`src/rtl/serial_regport.sv`:
```
module serial_regport #(
  parameter int ADDR_W      = 4,
  parameter int DATA_W      = 12,
  parameter int NUM_REGS    = 10,
  parameter int SYNC_STAGES = 2,
  parameter logic [NUM_REGS*DATA_W-1:0] RST_VAL = {60'h0, 12'h07C, 48'h0}
) (
  input  logic                       clk,
  input  logic                       por_n,
  input  logic                       sen_n,
  input  logic                       sclk,
  input  logic                       sdata,
  output logic [NUM_REGS*DATA_W-1:0] regs_o
);
  localparam int FRAME_W = ADDR_W + DATA_W;
  localparam int CNT_W   = $clog2(FRAME_W + 1);
  localparam int S       = SYNC_STAGES;

  logic [S:0]          sclk_p, sen_p, sdat_p;
  logic [CNT_W-1:0]    bit_cnt;
  logic [FRAME_W-1:0]  shreg;
  logic [DATA_W-1:0]   bank [NUM_REGS];

  always_ff @(posedge clk or negedge por_n)
    if (!por_n) begin
      sclk_p <= '0;
      sen_p  <= '1;
      sdat_p <= '0;
    end else begin
      sclk_p <= {sclk_p[S-1:0], sclk};
      sen_p  <= {sen_p[S-1:0], sen_n};
      sdat_p <= {sdat_p[S-1:0], sdata};
    end

  wire sclk_rise = sclk_p[S-1] & ~sclk_p[S];
  wire in_frame  = ~sen_p[S-1];
  wire sen_rise  = sen_p[S-1] & ~sen_p[S];
  wire frame_ok  = sen_rise && (bit_cnt == CNT_W'(FRAME_W));
  wire [ADDR_W-1:0] waddr = shreg[FRAME_W-1 -: ADDR_W];
  wire [DATA_W-1:0] wdata = shreg[DATA_W-1:0];

  always_ff @(posedge clk or negedge por_n)
    if (!por_n) begin
      bit_cnt <= '0;
      shreg   <= '0;
    end else if (!in_frame) begin
      bit_cnt <= '0;
    end else if (sclk_rise && bit_cnt != CNT_W'(FRAME_W)) begin
      shreg   <= {shreg[FRAME_W-2:0], sdat_p[S-1]};
      bit_cnt <= bit_cnt + 1'b1;
    end

  always_ff @(posedge clk or negedge por_n)
    if (!por_n) begin
      for (int i = 0; i < NUM_REGS; i++) bank[i] <= RST_VAL[i*DATA_W +: DATA_W];
    end else if (frame_ok) begin
      for (int i = 0; i < NUM_REGS; i++)
        if (waddr == ADDR_W'(i)) bank[i] <= wdata;
    end

  always_comb
    for (int i = 0; i < NUM_REGS; i++) regs_o[i*DATA_W +: DATA_W] = bank[i];
endmodule

```
`config.mk`:
```
export PLATFORM = sky130hd
export DESIGN_NAME = serial_regport
export DESIGN_NICKNAME = d
export VERILOG_FILES = /design/src/rtl/serial_regport.sv
export SDC_FILE = /design/constraint.sdc
export NUM_CORES = 1
export LEC_CHECK = 0
export ABC_AREA = 1
export BUFFER_PORTS_ARGS = -buffer_cell sky130_fd_sc_hd__buf_2
export CAP_MARGIN = 10
export CORE_UTILIZATION = 54
export DETAILED_ROUTE_END_ITERATION = 6
export PLACE_DENSITY_LB_ADDON = 0.1
export SLEW_MARGIN = 20
export SYNTH_ARGS = -nofsm -noshare
export SYNTH_HDL_FRONTEND = slang
export SYNTH_SLANG_ARGS = --single-unit
```
`constraint.sdc`:
```
create_clock -name clk -period 1.8 [get_ports clk]
set_input_delay 0.18 -clock clk [delete_from_list [all_inputs] [get_ports clk]]
set_output_delay 0.18 -clock clk [all_outputs]
set_load 0.01 [all_outputs]
```
# == After elaboration in Yosys (flattened, before gate mapping) ==
# Cells that the tools add are included.
# op_classes
n_reduce_logical,15
eq_ne,11
muxes,2
n_bitwise,5
add_sub_neg,1
# op_table
operator,n
AND reduction 2 bit,11
"equality test 4 x 3 -> 1 bit, second input constant",4
two-way mux 5 bit,2
"equality test 4 x 2 -> 1 bit, second input constant",2
"equality test 4 bit, second input constant",2
"adder 5 x 1 -> 5 bit, second input constant",1
"equality test 5 bit, second input constant",1
"!= test 5 bit, second input constant",1
"equality test 4 x 1 -> 1 bit, second input constant",1
zero test 4 bit,1
NOT 1 bit,3
bitwise AND 1 bit,2
logical AND 1 bit,2
nonzero test 2 bit,1
# totals
wordCells,49
register_bits,149
output_inout_bits,120

# == Depth between registers and ports, before layout ==
# logic_depth
ltp_word,5
ltp_mapped,10
depth_no_buf,8

# == Worst setup path before layout ==
# No wires, ideal clock.
# synth_timing
path_type,register to register
start,register bit_cnt[0]
end,register bank (netlist bit regs_o[25])
arrival_ps,1357
slack_ps,326
setup_time_ps,117
path_stages_with_launch,9
period_less_slack_ps,1474
path_cell_list,dfrtp_1 > inv_1 > ha_1 > nand2_1 > nor2_4 > nand3_2 > buf_6 > nand2_1 > nand2_1
# synth_between
elab_chain_len,3
# synth_lines
item,line_no,text
"start, declared",20,logic [CNT_W-1:0] bit_cnt;
"start signal, assigned",50,bit_cnt <= bit_cnt + 1'b1;
equality test 5 bit,38,wire frame_ok = sen_rise && (bit_cnt == CNT_W'(FRAME_W));
logical AND 1 bit,38,
AND reduction 2 bit (no line),-,
"end signal, assigned by index",58,if (waddr == ADDR_W'(i)) bank[i] <= wdata;
"end, declared",22,logic [DATA_W-1:0] bank [NUM_REGS];
# Every way passes these cells.
# A chain may end at the register's enable or synchronous reset.

# == Final worst setup path ==
# layout_timing
start,register sen_p[1]
end,register bank (netlist bit regs_o[46])
# layout_between
elab_chain_len,3
# layout_lines
item,line_no,text
"start, declared",19,"logic [S:0] sclk_p, sen_p, sdat_p;"
"start signal, assigned",31,"sen_p <= {sen_p[S-1:0], sen_n};"
bitwise AND 1 bit,37,wire sen_rise = sen_p[S-1] & ~sen_p[S];
logical AND 1 bit,38,
AND reduction 2 bit (no line),-,
# Every way passes these cells.

==> impl_metrics.tcl <==
set metrics [dict create \
    status "finished, final reports clean" \
    slew_violations 0 \
    h-tree-depth 4 \
    power_mw 7.63 \
    overflow 0 \
    io_buffers 124 \
    drc_errors 0 \
    first_pass_iters 5 \
    setup_violations 0 \
    period_share_pct 93.4 \
    synth_xor_area_share_pct 0.140 \
    clockBufferDepth 2 \
    rsz0062_at_grt "no" \
    combPwrFrac_pct 2.7 \
    met2_length_um 7540 \
    pre_cts_ws_ns 0.00718 \
    finalHoldViolations 0 \
    setup.worst_path.end_class "flop" \
    initialDrtViolationCount 421 \
    io_pins 125 \
    pwr-share-seq_pct 48.1 \
    hpwl_um 9830 \
    p_int_mw 5.90 \
    synth-compound-area-share_pct 1.68 \
    cp_data_arrival_time_ns 1.98 \
    power_switching_share_pct 22.7 \
    die_h_um 110 \
    holdWs_ns 0.292 \
    yosysWarningCount 0 \
    worstMarginPinSlew_ns 0.723 \
    dp_cells 909 \
    postSynthCellCount 676 \
    dr_wl_met3_um 1130 \
    grt_pass1_wl_um 25000 \
    finalClockSkew_ns 0.00954 \
    die-area_sq_um 12000 \
    design.core.area_sq_um 11100 \
    multi_input_area_sq_um 2040 \
    antenna_found_initial 0 \
    ys_types 18 \
    crit_type "flop to flop" \
    start_util_pct 56.5 \
    via_count 5021 \
    p_per_area_nw_per_um2 1010 \
    numClockSinks 149 \
    finalSetupTns_ns 0 \
    drive_gt1_share_pct 26.3 \
    nets 801 \
    diodes 0 \
    fin_crit_ns 1.68 \
    highest_layer "met4" \
    dpl_cell_area_sq_um 6880 \
    avgRoutedWirePerCell_um 16.5 \
    grt_pass1_vias 4937 \
    tritoncts "done" \
    fp.dieW_um 110 \
    cts_buffers 17 \
    synth_fp_nets 683 \
    crit_fanout 12 \
    met1_length_um 6650 \
    synth_fa_ha_area_share_pct 0.400 \
    critPathLaunchType "flop" \
    clock_power_share_pct 49.2 \
    relSlewSlack_pct 51.8 \
    routed_wl_um 15600 \
    syn_area_per_cell_sq_um 9.25 \
    postLayoutSetupSlackWorst_ns 0.119 \
    synth_top_family_by_area "simple AND/OR/NAND/NOR gates" \
    drtAntennaViolNets 0 \
    syn2layout_area_growth_pct 21.1 \
    viasPerCell 5.30 \
    row_count 38 \
    syn-cell-area_sq_um 6250 \
    final.fill_count 885 \
    ys_ff_latch 149 \
    min_path_type "input pin to async pin" \
    maxCapViolations 0 \
    switching_power_mw 1.73 \
    layoutNonFillerInstCount 947 \
    ir_drop_mv 0.640 \
    final_area_sq_um 7580 \
    clkTransAtPathRegs_ns 0.06 \
    synthMuxAreaShare_pct 0 \
    place.gp.congestion 0.809 \
    fin_util_pct 68.4 \
    fmax_mhz 595 \
    grt_max_degree 61 \
    clock_latency_ns 0.42 \
    cellLeakagePower_nw 4.34 \
    synthSimpleGateAreaFrac_pct 30.4 \
    critPathRequiredTime_ns 2.10 \
    ff_latch_area_sq_um 3740 \
    grt_usage_pct 28.2 \
    synth_seq_area_share_pct 59.8 \
    cts-root-buf "clkbuf_16" \
]
layout by cell type (no fill, tap or decap), types with 2 or more instances in the layout:
cell type        n
ha_1             2
buf_2          123
nand3_2         21
inv_1           23
nand2_1        269
clkinvlp_4       2
nor2_1          13
dfstp_2          8
nor2_4           2
buf_12           5
buf_4           15
nand3_1        117
clkinv_2         3
buf_6            2
nand2_2          2
clkbuf_16       17
clkbuf_1         3
inv_2            4
clkbuf_8         3
nand4_1          2
dlygate4sd3_1    4
bufinv_16        4
o21ai_0         21
dfrtp_1        140
path summary, 6_finish.rpt:
kind / end / depth (start not counted) / slack, ns / start
min in group clk: sen_p[1] / 0 / 0.36 / sen_p[0]
max in group asynchronous: sen_p[2] / 3 / 0.81 / por_n
worst max register to register: regs_o[46] / 6 / 0.12 / sen_p[1]
worst min register to register: sen_p[1] / 0 / 0.36 / sen_p[0]
worst min-delay path: regs_o[76] / 2 / 0.29 / por_n
worst max-delay path: regs_o[46] / 6 / 0.12 / sen_p[1]
repair_timing:
action,4_1_cts,5_1_grt
setup endpoints to repair,6,17
hold buffers,4,0
setup buffers,2,0
pin swaps,1,0
resized for setup,0,2
hold endpoints to repair,49,0
synth_stat cells:
cell	n	area share (%)
nand3_2	21	3.4
buf_8	1	0.24
nand2_2	2	0.20
nor2_1	13	0.78
nor2_4	2	0.36
dfrtp_1	141	56
nand3_1	117	9.4
inv_2	4	0.24
buf_2	14	1.1
buf_6	21	3.8
dfstp_2	8	3.4
o21ai_0	21	1.7
xnor2_1	1	0.14
nand2_1	269	16
clkbuf_1	14	0.84
nand4_1	2	0.20
ha_1	2	0.40
inv_1	23	1.4
sequential cells by signal (all words and copies together) (netlist names):
signal and flops:
bit_cnt 5, regs_o 120, sclk_p 3, sdat_p 2, sen_p 3, shreg 16
power by group through the flow:
stage	registers (mW)	clock network, mW	logic (mW)
after floorplan	3.50	0	0.183
after global placement	3.72	0	0.193
after detailed placement	3.73	0	0.204
after CTS	3.66	3.80	0.211
after global routing	3.67	3.93	0.239
final	3.67	3.75	0.207
cell type report:
type                       instances  share of cell area [%]
inverter                          27                    1.34
multi-input combinational        450                    26.9
clock inverter                     9                    1.98
timing repair buffer             149                    11.8
tap                              140                    2.31
clock buffer                      23                    6.31
sequential                       149                    49.4
kinds of logic after synthesis:
logic type      Yosys count
simple gates            426
flops                   149
buf+inv                  77
compound gates           21
fa+ha+maj                 2
xor+xnor                  1
critical path: stages (launching register included):
cell	delay [ns]
dfstp_2	0.53
inv_2	0.07
nor2_1	0.18
buf_4	0.28
nand3_2	0.27
nand2_1	0.16
nand2_1	0.07
metal layers:
layer	GRT usage, %	up-vias
met4	12.1	0
met1	37.7	2402
met3	5.57	25
met2	45.0	205
met5	0	-
li1	-	2389
No activity file was read; power rests on OpenSTA's default activity.
